File: config.mk
export PLATFORM = sky130hd
export DESIGN_NAME = octet_tally
export DESIGN_NICKNAME = d
export VERILOG_FILES = /design/src/rtl/octet_tally_pkg.sv /design/src/rtl/frame_tracker.sv /design/src/rtl/octet_accum.sv /design/src/rtl/snap_reader.sv /design/src/rtl/octet_tally.sv
export SDC_FILE = /design/constraint.sdc
export NUM_CORES = 1
export LEC_CHECK = 0
export ABC_AREA = 1
export CORE_UTILIZATION = 45
export DETAILED_ROUTE_END_ITERATION = 10
export DONT_BUFFER_PORTS = 1
export PLACE_DENSITY = 0.62
export REMOVE_ABC_BUFFERS = 1
export SETUP_SLACK_MARGIN = 0.05
export SYNTH_ARGS = -nofsm -noshare
export SYNTH_HDL_FRONTEND = slang
export SYNTH_HIERARCHICAL = 1
export SYNTH_SLANG_ARGS = --single-unit
File: constraint.sdc
create_clock -name clk -period 7 [get_ports clk]
set_input_delay 0.7 -clock clk [delete_from_list [all_inputs] [get_ports clk]]
set_output_delay 0.7 -clock clk [all_outputs]
set_load 0.005 [all_outputs]
File: src/rtl/octet_tally_pkg.sv
package octet_tally_pkg;

    typedef enum logic [1:0] {
        FRM_IDLE    = 2'd0,
        FRM_ACTIVE  = 2'd1,
        FRM_SPOILED = 2'd2
    } frm_state_t;

    typedef enum logic {
        RD_FRESH = 1'b0,
        RD_HOLD  = 1'b1
    } rd_state_t;

endpackage

File: src/rtl/frame_tracker.sv
module frame_tracker
    import octet_tally_pkg::*;
#(
    parameter int FBW = 16
) (
    input  logic           clk,
    input  logic           rst_n,
    input  logic           bit_vld,
    input  logic           sfd_ok,
    input  logic           coll,
    input  logic           eof,
    output frm_state_t     state_o,
    output logic           add_vld,
    output logic [FBW-4:0] add_octets
);

    frm_state_t     state_q, state_n;
    logic [FBW-1:0] bits_q;
    logic [FBW-1:0] bits_eof;

    // state register
    always_ff @(posedge clk) begin
        if (!rst_n) state_q <= FRM_IDLE;
        else        state_q <= state_n;
    end

    // next state
    always_comb begin
        state_n = state_q;
        unique case (state_q)
            FRM_IDLE:    if (sfd_ok) state_n = FRM_ACTIVE;
            FRM_ACTIVE: begin
                if (eof)       state_n = FRM_IDLE;
                else if (coll) state_n = FRM_SPOILED;
            end
            FRM_SPOILED: if (eof) state_n = FRM_IDLE;
            default:     state_n = FRM_IDLE;
        endcase
    end

    // per-frame bit counter, cleared when a frame opens
    always_ff @(posedge clk) begin
        if (!rst_n) begin
            bits_q <= '0;
        end else if (state_q == FRM_IDLE && sfd_ok) begin
            bits_q <= '0;
        end else if (state_q == FRM_ACTIVE && bit_vld) begin
            bits_q <= bits_q + FBW'(1);
        end
    end

    // outputs: the bit in the eof cycle still belongs to the frame
    always_comb begin
        bits_eof   = bits_q + FBW'(bit_vld);
        add_vld    = (state_q == FRM_ACTIVE) && eof && !coll;
        add_octets = bits_eof[FBW-1:3];
        state_o    = state_q;
    end

endmodule

File: src/rtl/octet_accum.sv
module octet_accum #(
    parameter int CNT_W = 32,
    parameter int OCT_W = 13
) (
    input  logic             clk,
    input  logic             rst_n,
    input  logic             add_vld,
    input  logic [OCT_W-1:0] add_octets,
    output logic [CNT_W-1:0] live_o
);

    logic [CNT_W-1:0] live_q;

    always_ff @(posedge clk) begin
        if (!rst_n)       live_q <= '0;
        else if (add_vld) live_q <= live_q + CNT_W'(add_octets);
    end

    assign live_o = live_q;

endmodule

File: src/rtl/snap_reader.sv
module snap_reader
    import octet_tally_pkg::*;
#(
    parameter int CNT_W  = 32,
    parameter int BYTE_W = 8,
    localparam int NB    = CNT_W / BYTE_W,
    localparam int IW    = (NB > 1) ? $clog2(NB) : 1
) (
    input  logic              clk,
    input  logic              rst_n,
    input  logic              sel,
    input  logic              rd,
    input  logic [CNT_W-1:0]  live,
    output logic [BYTE_W-1:0] rd_data,
    output rd_state_t         state_o,
    output logic [IW-1:0]     idx_o
);

    localparam logic [IW-1:0] LAST = IW'(NB - 1);

    rd_state_t         state_q, state_n;
    logic [IW-1:0]     idx_q, idx_n;
    logic [CNT_W-1:0]  snap_q, snap_n;
    logic [BYTE_W-1:0] data_q, data_n;
    logic [BYTE_W-1:0] snap_b [NB];

    for (genvar g = 0; g < NB; g++) begin : g_byte
        assign snap_b[g] = snap_q[g*BYTE_W +: BYTE_W];
    end

    // state register
    always_ff @(posedge clk) begin
        if (!rst_n) begin
            state_q <= RD_FRESH;
            idx_q   <= '0;
            snap_q  <= '0;
            data_q  <= '0;
        end else begin
            state_q <= state_n;
            idx_q   <= idx_n;
            snap_q  <= snap_n;
            data_q  <= data_n;
        end
    end

    // next state and output data
    always_comb begin
        state_n = state_q;
        idx_n   = idx_q;
        snap_n  = snap_q;
        data_n  = data_q;
        unique case (state_q)
            RD_FRESH: begin
                if (sel) begin
                    idx_n = '0;
                end else if (rd) begin
                    snap_n  = live;
                    data_n  = live[BYTE_W-1:0];
                    idx_n   = IW'(1);
                    state_n = RD_HOLD;
                end
            end
            RD_HOLD: begin
                if (sel) begin
                    state_n = RD_FRESH;
                    idx_n   = '0;
                end else if (rd) begin
                    data_n = snap_b[idx_q];
                    if (idx_q == LAST) begin
                        state_n = RD_FRESH;
                        idx_n   = '0;
                    end else begin
                        idx_n = idx_q + IW'(1);
                    end
                end
            end
            default: begin
                state_n = RD_FRESH;
                idx_n   = '0;
            end
        endcase
    end

    assign rd_data = data_q;
    assign state_o = state_q;
    assign idx_o   = idx_q;

endmodule

File: src/rtl/octet_tally.sv
module octet_tally
    import octet_tally_pkg::*;
#(
    parameter int CNT_W  = 32,
    parameter int BYTE_W = 8,
    parameter int FBW    = 16
) (
    input  logic              clk,
    input  logic              rst_n,
    input  logic              bit_vld,
    input  logic              sfd_ok,
    input  logic              coll,
    input  logic              eof,
    input  logic              sel,
    input  logic              rd,
    output logic [BYTE_W-1:0] rd_data
);

    localparam int OCT_W = FBW - 3;
    localparam int NB    = CNT_W / BYTE_W;
    localparam int IW    = (NB > 1) ? $clog2(NB) : 1;

    frm_state_t       frm_state;
    rd_state_t        rd_state;
    logic             add_vld;
    logic [OCT_W-1:0] add_octets;
    logic [CNT_W-1:0] live_cnt;
    logic [IW-1:0]    byte_idx;

    frame_tracker #(.FBW(FBW)) u_frame (
        .clk        (clk),
        .rst_n      (rst_n),
        .bit_vld    (bit_vld),
        .sfd_ok     (sfd_ok),
        .coll       (coll),
        .eof        (eof),
        .state_o    (frm_state),
        .add_vld    (add_vld),
        .add_octets (add_octets)
    );

    octet_accum #(.CNT_W(CNT_W), .OCT_W(OCT_W)) u_accum (
        .clk        (clk),
        .rst_n      (rst_n),
        .add_vld    (add_vld),
        .add_octets (add_octets),
        .live_o     (live_cnt)
    );

    snap_reader #(.CNT_W(CNT_W), .BYTE_W(BYTE_W)) u_reader (
        .clk     (clk),
        .rst_n   (rst_n),
        .sel     (sel),
        .rd      (rd),
        .live    (live_cnt),
        .rd_data (rd_data),
        .state_o (rd_state),
        .idx_o   (byte_idx)
    );

endmodule

======== Word-level counts from Yosys, hierarchy flattened ========
Cells that the tools add are included.
storage, ports and cells
  input port bits ......................... 8
  register bits after elaboration ......... 93
  output and inout port bits .............. 8
  logic and storage cells ................. 64
cells by class
  add/subtract/negate cells ............... 4
  bitwise operators ....................... 4
  order comparisons ....................... 1
  eq/ne operators ......................... 12
  reductions and logical operators ........ 11
  multiplexer cells ....................... 25
operator list
  cell                                                             count
  8-bit 2-to-1 mux                                                 6
  32-bit by 13-bit adder with 32-bit output                        1
  2-bit 2-to-1 mux                                                 9
  16-bit by 1-bit adder with 16-bit output                         1
  16-bit by 1-bit adder with 16-bit output, second input constant  1
  8-bit binary-select mux with 2-bit select                        1
  8-bit one-hot mux with 2 select lines                            1
  2-bit inequality test, second input constant                     6
  3-bit inequality test, second input constant                     3
  2-bit one-hot mux with 3 select lines                            1
  3-bit AND reduction                                              2
  1-bit 2-to-1 mux                                                 5
  2-bit == test, second input constant                             2
  1-bit logical AND                                                4
  2-bit one-hot mux with 2 select lines                            1
  4-bit AND reduction                                              1
  3-bit >= comparator, second input constant                       1
  1-bit inverter                                                   3
  2-bit inverter with 3-bit output                                 1
  2-bit by 1-bit adder with 2-bit output, second input constant    1
  2-bit by 1-bit == test with 1-bit output, second input constant  1
  2-bit zero test                                                  1
  1-bit one-hot mux with 2 select lines                            1
  2-bit AND reduction                                              1
  2 further kinds                                                  2

======== Longest topological paths before layout ========
  word-level depth ........................ 7
  mapped depth ............................ 18
  depth with buffers taken out ............ 18

======== By module ========
The synthesis kept the hierarchy.
modules (own cells, without submodules)
  module         sequential area each (um^2)  cells an instance  area each (um^2)  instances
  octet_accum    640.6                        402                2473.6            1
  snap_reader    860.8                        280                1941.9            1
  frame_tracker  360.3                        186                1163.6            1

======== Least setup slack after synthesis ========
Ideal clock, no wire load.
  path type ............................... in2reg
  start point ............................. input port bit_vld
  end point ............................... register u_accum.live_q[10], in the netlist u_accum/live_o[10]
  stages .................................. 14
  library setup time ...................... 115 ps
  required time ........................... 6885 ps
  arrival ................................. 2394 ps
  slack ................................... 4490 ps
  path buffers ............................ 0
  cells stage by stage .................... nand2_2 -> nor3_1 -> nor2_1 -> ha_1 -> fa_1 -> nand2_1 -> nand2_1 -> nand3_1 -> nand2_2 -> nand2_2 -> nand2_2 -> xor2_1 -> o21ai_0 -> inv_1
on the way
  word-level cells in the longest chain between the ends .. 2
RTL lines
  element                                    line                 text
  from (decl)                                octet_tally.sv:10    input logic bit_vld,
  16-bit by 1-bit adder with 16-bit output   frame_tracker.sv:54  bits_eof = bits_q + FBW'(bit_vld);
  net add_octets[0]                          octet_tally.sv:26    logic [OCT_W-1:0] add_octets;
  32-bit by 13-bit adder with 32-bit output  octet_accum.sv:16    else if (add_vld) live_q <= live_q + CNT_W'(add_octets);
  to (signal assigned)                       octet_accum.sv:16
  to (decl)                                  octet_accum.sv:12    logic [CNT_W-1:0] live_q;
The timed path passes the listed nets, and every way through them passes these cells.
A chain may end at the register's enable or synchronous reset.

======== Worst setup path after layout ========
  start point ............................. register u_frame.bits_q[7]
  end point ............................... register u_accum.live_q[28], in the netlist u_accum/live_o[28]
on the way
  word-level cells in the longest chain between the ends .. 2
RTL lines
  element                                    line                 text
  from (decl)                                frame_tracker.sv:18  logic [FBW-1:0] bits_q;
  from (signal assigned)                     frame_tracker.sv:48  bits_q <= bits_q + FBW'(1);
  16-bit by 1-bit adder with 16-bit output   frame_tracker.sv:54
  net add_octets[11]                         octet_tally.sv:26
  32-bit by 13-bit adder with 32-bit output  octet_accum.sv:16
The timed path passes the listed nets, and every way through them passes these cells.

==> results_dict.tcl <==
set metrics [dict create \
    status "complete, no violations" \
    synthesis.instances 868 \
    hpwlAfterDp_um 10420 \
    mean_number_of_vias_per_cell 5.094 \
    drc_errors 0 \
    finClkSkew_ns 0.008768 \
    first_iter_violations 385 \
    timing.hold.worst.class "reg2reg" \
    timing.slew.headroom_pct 64.67 \
    vdd_drop_max_mv 0.09794 \
    worst-slew-pin-transition_ns 0.5299 \
    design.final.nets 880 \
    area_of_the_mapped_netlist_um2 5579 \
    design.core.area_um2 12060 \
    row_count 40 \
    clock_latency_ns 0.35 \
    io_pins 16 \
    cts_resized 0 \
    cts.repair_timing.setup_buffer_count 0 \
    hold_viol 0 \
    ys_seq_elements 93 \
    totalWireLength_um 13850 \
    global_route.usage.total_pct 22.88 \
    setup-tns-final_ns 0 \
    cts.root.buffer_cell "sky130_fd_sc_hd__clkbuf_16" \
    criticalPathCategory "reg2reg" \
    cts_made_buffers 9 \
    netlist.top_cell.by_area "sky130_fd_sc_hd__dfxtp_1" \
    num_antenna_cells 0 \
    first_pass_grt_wire_length_um 23000 \
    synth.yosys.seq_area_share_pct 33.37 \
    cts-htree-levels 3 \
    crit_path_required_time_ns 7.24 \
    end_kind "register" \
    report.power.total_w 0.001096 \
    maxCapViolCount 0 \
    die_width_um 113.3 \
    instances_no_fill 1029 \
    first_pass_iters 5 \
    die_h_um 113.3 \
    timing.final.crit_share_pct 37.89 \
    synthDistinctLibCells 37 \
    dp.cells 1013 \
    grt_max_degree 59 \
    layout-drive-gt1-share_pct 8.943 \
    grt_setup_unrepaired "false" \
    worst_setup_hold_path_clk_slew_ns 0.06 \
    cts_buffer_depth 2 \
    fillCellCount 1237 \
    achievable-frequency_mhz 377.0 \
    initial_utilization_pct 46.26 \
    post-route-cell-area_um2 5951 \
    total_die_area_um2 12850 \
    hold_buffers 0 \
    synth_area_per_cell_um2 6.428 \
    timing.final.crit_period_ns 2.652 \
    layout.area.seq_um2 1862 \
    route.vias.total 5242 \
    worst_setup_path_start_kind "register" \
    multi_input_gate_area_in_the_final_layout_um2 3082 \
    grt.overflow.total 0 \
    slew_violations 0 \
    syn_to_final_growth_pct 6.661 \
    clkSinkCount 93 \
    port-buffer-count 0 \
    antenna_found_initial 0 \
    crit_fanout 5 \
    first_global_vias 4778 \
    synth_top_area_share_pct 33.37 \
    finalSetupViolations 0 \
    power-per-cell-area_nw_per_um2 184.2 \
    leakage_nw 2.682 \
    cp.arrival_ns 2.89 \
    synth.yosys.warnings 6 \
    post_drt_wl_per_cell_um 13.46 \
    antenna_left 0 \
    gp_congestion 0.9393 \
    synth_area_leaders "sky130_fd_sc_hd__dfxtp_1 33%, sky130_fd_sc_hd__nand2_1 14%, sky130_fd_sc_hd__inv_1 8.2%, sky130_fd_sc_hd__nor2_1 6.9%, sky130_fd_sc_hd__a21oi_1 6.5%" \
    detailed_place.area_um2 5664 \
    cts_tree "built" \
]
[stage by stage]
stage / setup slack, ns / hold WS, ns / util, %
2_1_floorplan: 2.385 / 0.4286 / -
3_3_place_gp: 4.337 / 0.4371 / 46.96
3_5_place_dp: 4.297 / 0.4416 / 46.96
4_1_cts: 4.364 / 0.4519 / 49.34
5_1_grt: 4.043 / 0.4697 / 49.34
6_report: 4.348 / 0.4522 / 49.34
[registers in the layout (all words and copies together) (netlist names)]
register          count
u_reader/state_o      1
u_reader/idx_o        2
u_frame/bits_q       16
u_frame/state_o       2
u_reader/rd_data      8
u_reader/snap_q      32
u_accum/live_o       32
[area by class of cell]
type	count	area share (%)
multi-input cells	618	51.79
flip-flops and latches	93	31.29
inverters	132	8.326
clock buffers	12	4.310
well taps	168	3.532
clock inverters	4	0.5046
repair buffers	2	0.2523
[power by group]
part | leakage (nW) | switching [W] | total, W | internal, W
Combinational | 1.79 | 0.0000492 | 0.0000727 | 0.0000235
Sequential | 0.754 | 0.00000800 | 0.000551 | 0.000543
Clock | 0.139 | 0.000210 | 0.000472 | 0.000262
Total | 2.68 | 0.000268 | 0.00110 | 0.000828
[critical path, stage by stage (launching register included)]
cell	delay, ns
sky130_fd_sc_hd__dfxtp_1	0.39
sky130_fd_sc_hd__nand2_1	0.09
sky130_fd_sc_hd__nor2_1	0.19
sky130_fd_sc_hd__inv_1	0.09
sky130_fd_sc_hd__nor2_1	0.27
sky130_fd_sc_hd__nand3_1	0.12
sky130_fd_sc_hd__nand2_1	0.08
sky130_fd_sc_hd__nand2_1	0.07
sky130_fd_sc_hd__ha_1	0.36
sky130_fd_sc_hd__nand2_1	0.13
sky130_fd_sc_hd__inv_1	0.07
sky130_fd_sc_hd__a21oi_1	0.20
sky130_fd_sc_hd__nand2_1	0.11
sky130_fd_sc_hd__nand2_1	0.08
sky130_fd_sc_hd__nand3_2	0.10
sky130_fd_sc_hd__a21oi_1	0.13
sky130_fd_sc_hd__nor2_1	0.06
[metal layers]
| layer | track usage [%] | routed length, um |
|---|---|---|
| met1 | 29.53 | 6536 |
| met4 | 9.386 | 284 |
| met3 | 3.107 | 544 |
| met5 | 0 | 0 |
| met2 | 38.45 | 6488 |
[cell usage after synthesis (all sizes together)]
cell / count
nor3: 12
o211ai: 2
o21ai: 41
fa: 1
xor2: 17
o21bai: 2
nand2: 231
a21o: 1
inv: 131
or2: 2
nand4: 13
ha: 15
nor2: 120
and3: 1
dfxtp: 93
and2: 2
nand3b: 3
a21oi: 74
o21a: 1
clkinv: 1
nand3: 78
clkbuf: 7
nor4: 2
buf: 18
[path summary, 6_finish.rpt]
path,from,slack [ns],depth (start not counted),to
worst min-delay path,u_reader/snap_q[22],0.45,2,u_reader/snap_q[22]
worst max register to register,u_frame/bits_q[7],4.35,16,u_accum/live_o[28]
worst min register to register,u_reader/snap_q[22],0.45,2,u_reader/snap_q[22]
worst max-delay path,u_frame/bits_q[7],4.35,16,u_accum/live_o[28]
[placed cells by master, fill, tap and decap left out, types with 9 or more instances in the layout]
master and n:
sky130_fd_sc_hd__nand4_1 13, sky130_fd_sc_hd__o21ai_0 40, sky130_fd_sc_hd__nor2_2 11, sky130_fd_sc_hd__nand2_1 210, sky130_fd_sc_hd__dfxtp_1 93, sky130_fd_sc_hd__nor3_1 12, sky130_fd_sc_hd__inv_2 9, sky130_fd_sc_hd__xor2_1 17
sky130_fd_sc_hd__inv_1 122, sky130_fd_sc_hd__ha_1 15, sky130_fd_sc_hd__nand2_2 20, sky130_fd_sc_hd__nor2_1 103, sky130_fd_sc_hd__a21oi_1 73, sky130_fd_sc_hd__clkbuf_16 9, sky130_fd_sc_hd__nand3_1 70
[cells by family (layout without fill, tap and decap cells)]
kind of cell | Yosys count | after routing | share of synthesized area [%]
simple gates | 464 | 464 | 37.48
buf+inv | 157 | 150 | 11.50
compound gates | 121 | 121 | 11.26
fa+ha+maj | 16 | 16 | 3.723
xor+xnor | 17 | 17 | 2.669
flops | 93 | 93 | 33.37
No activity file was read; power rests on OpenSTA's default activity.
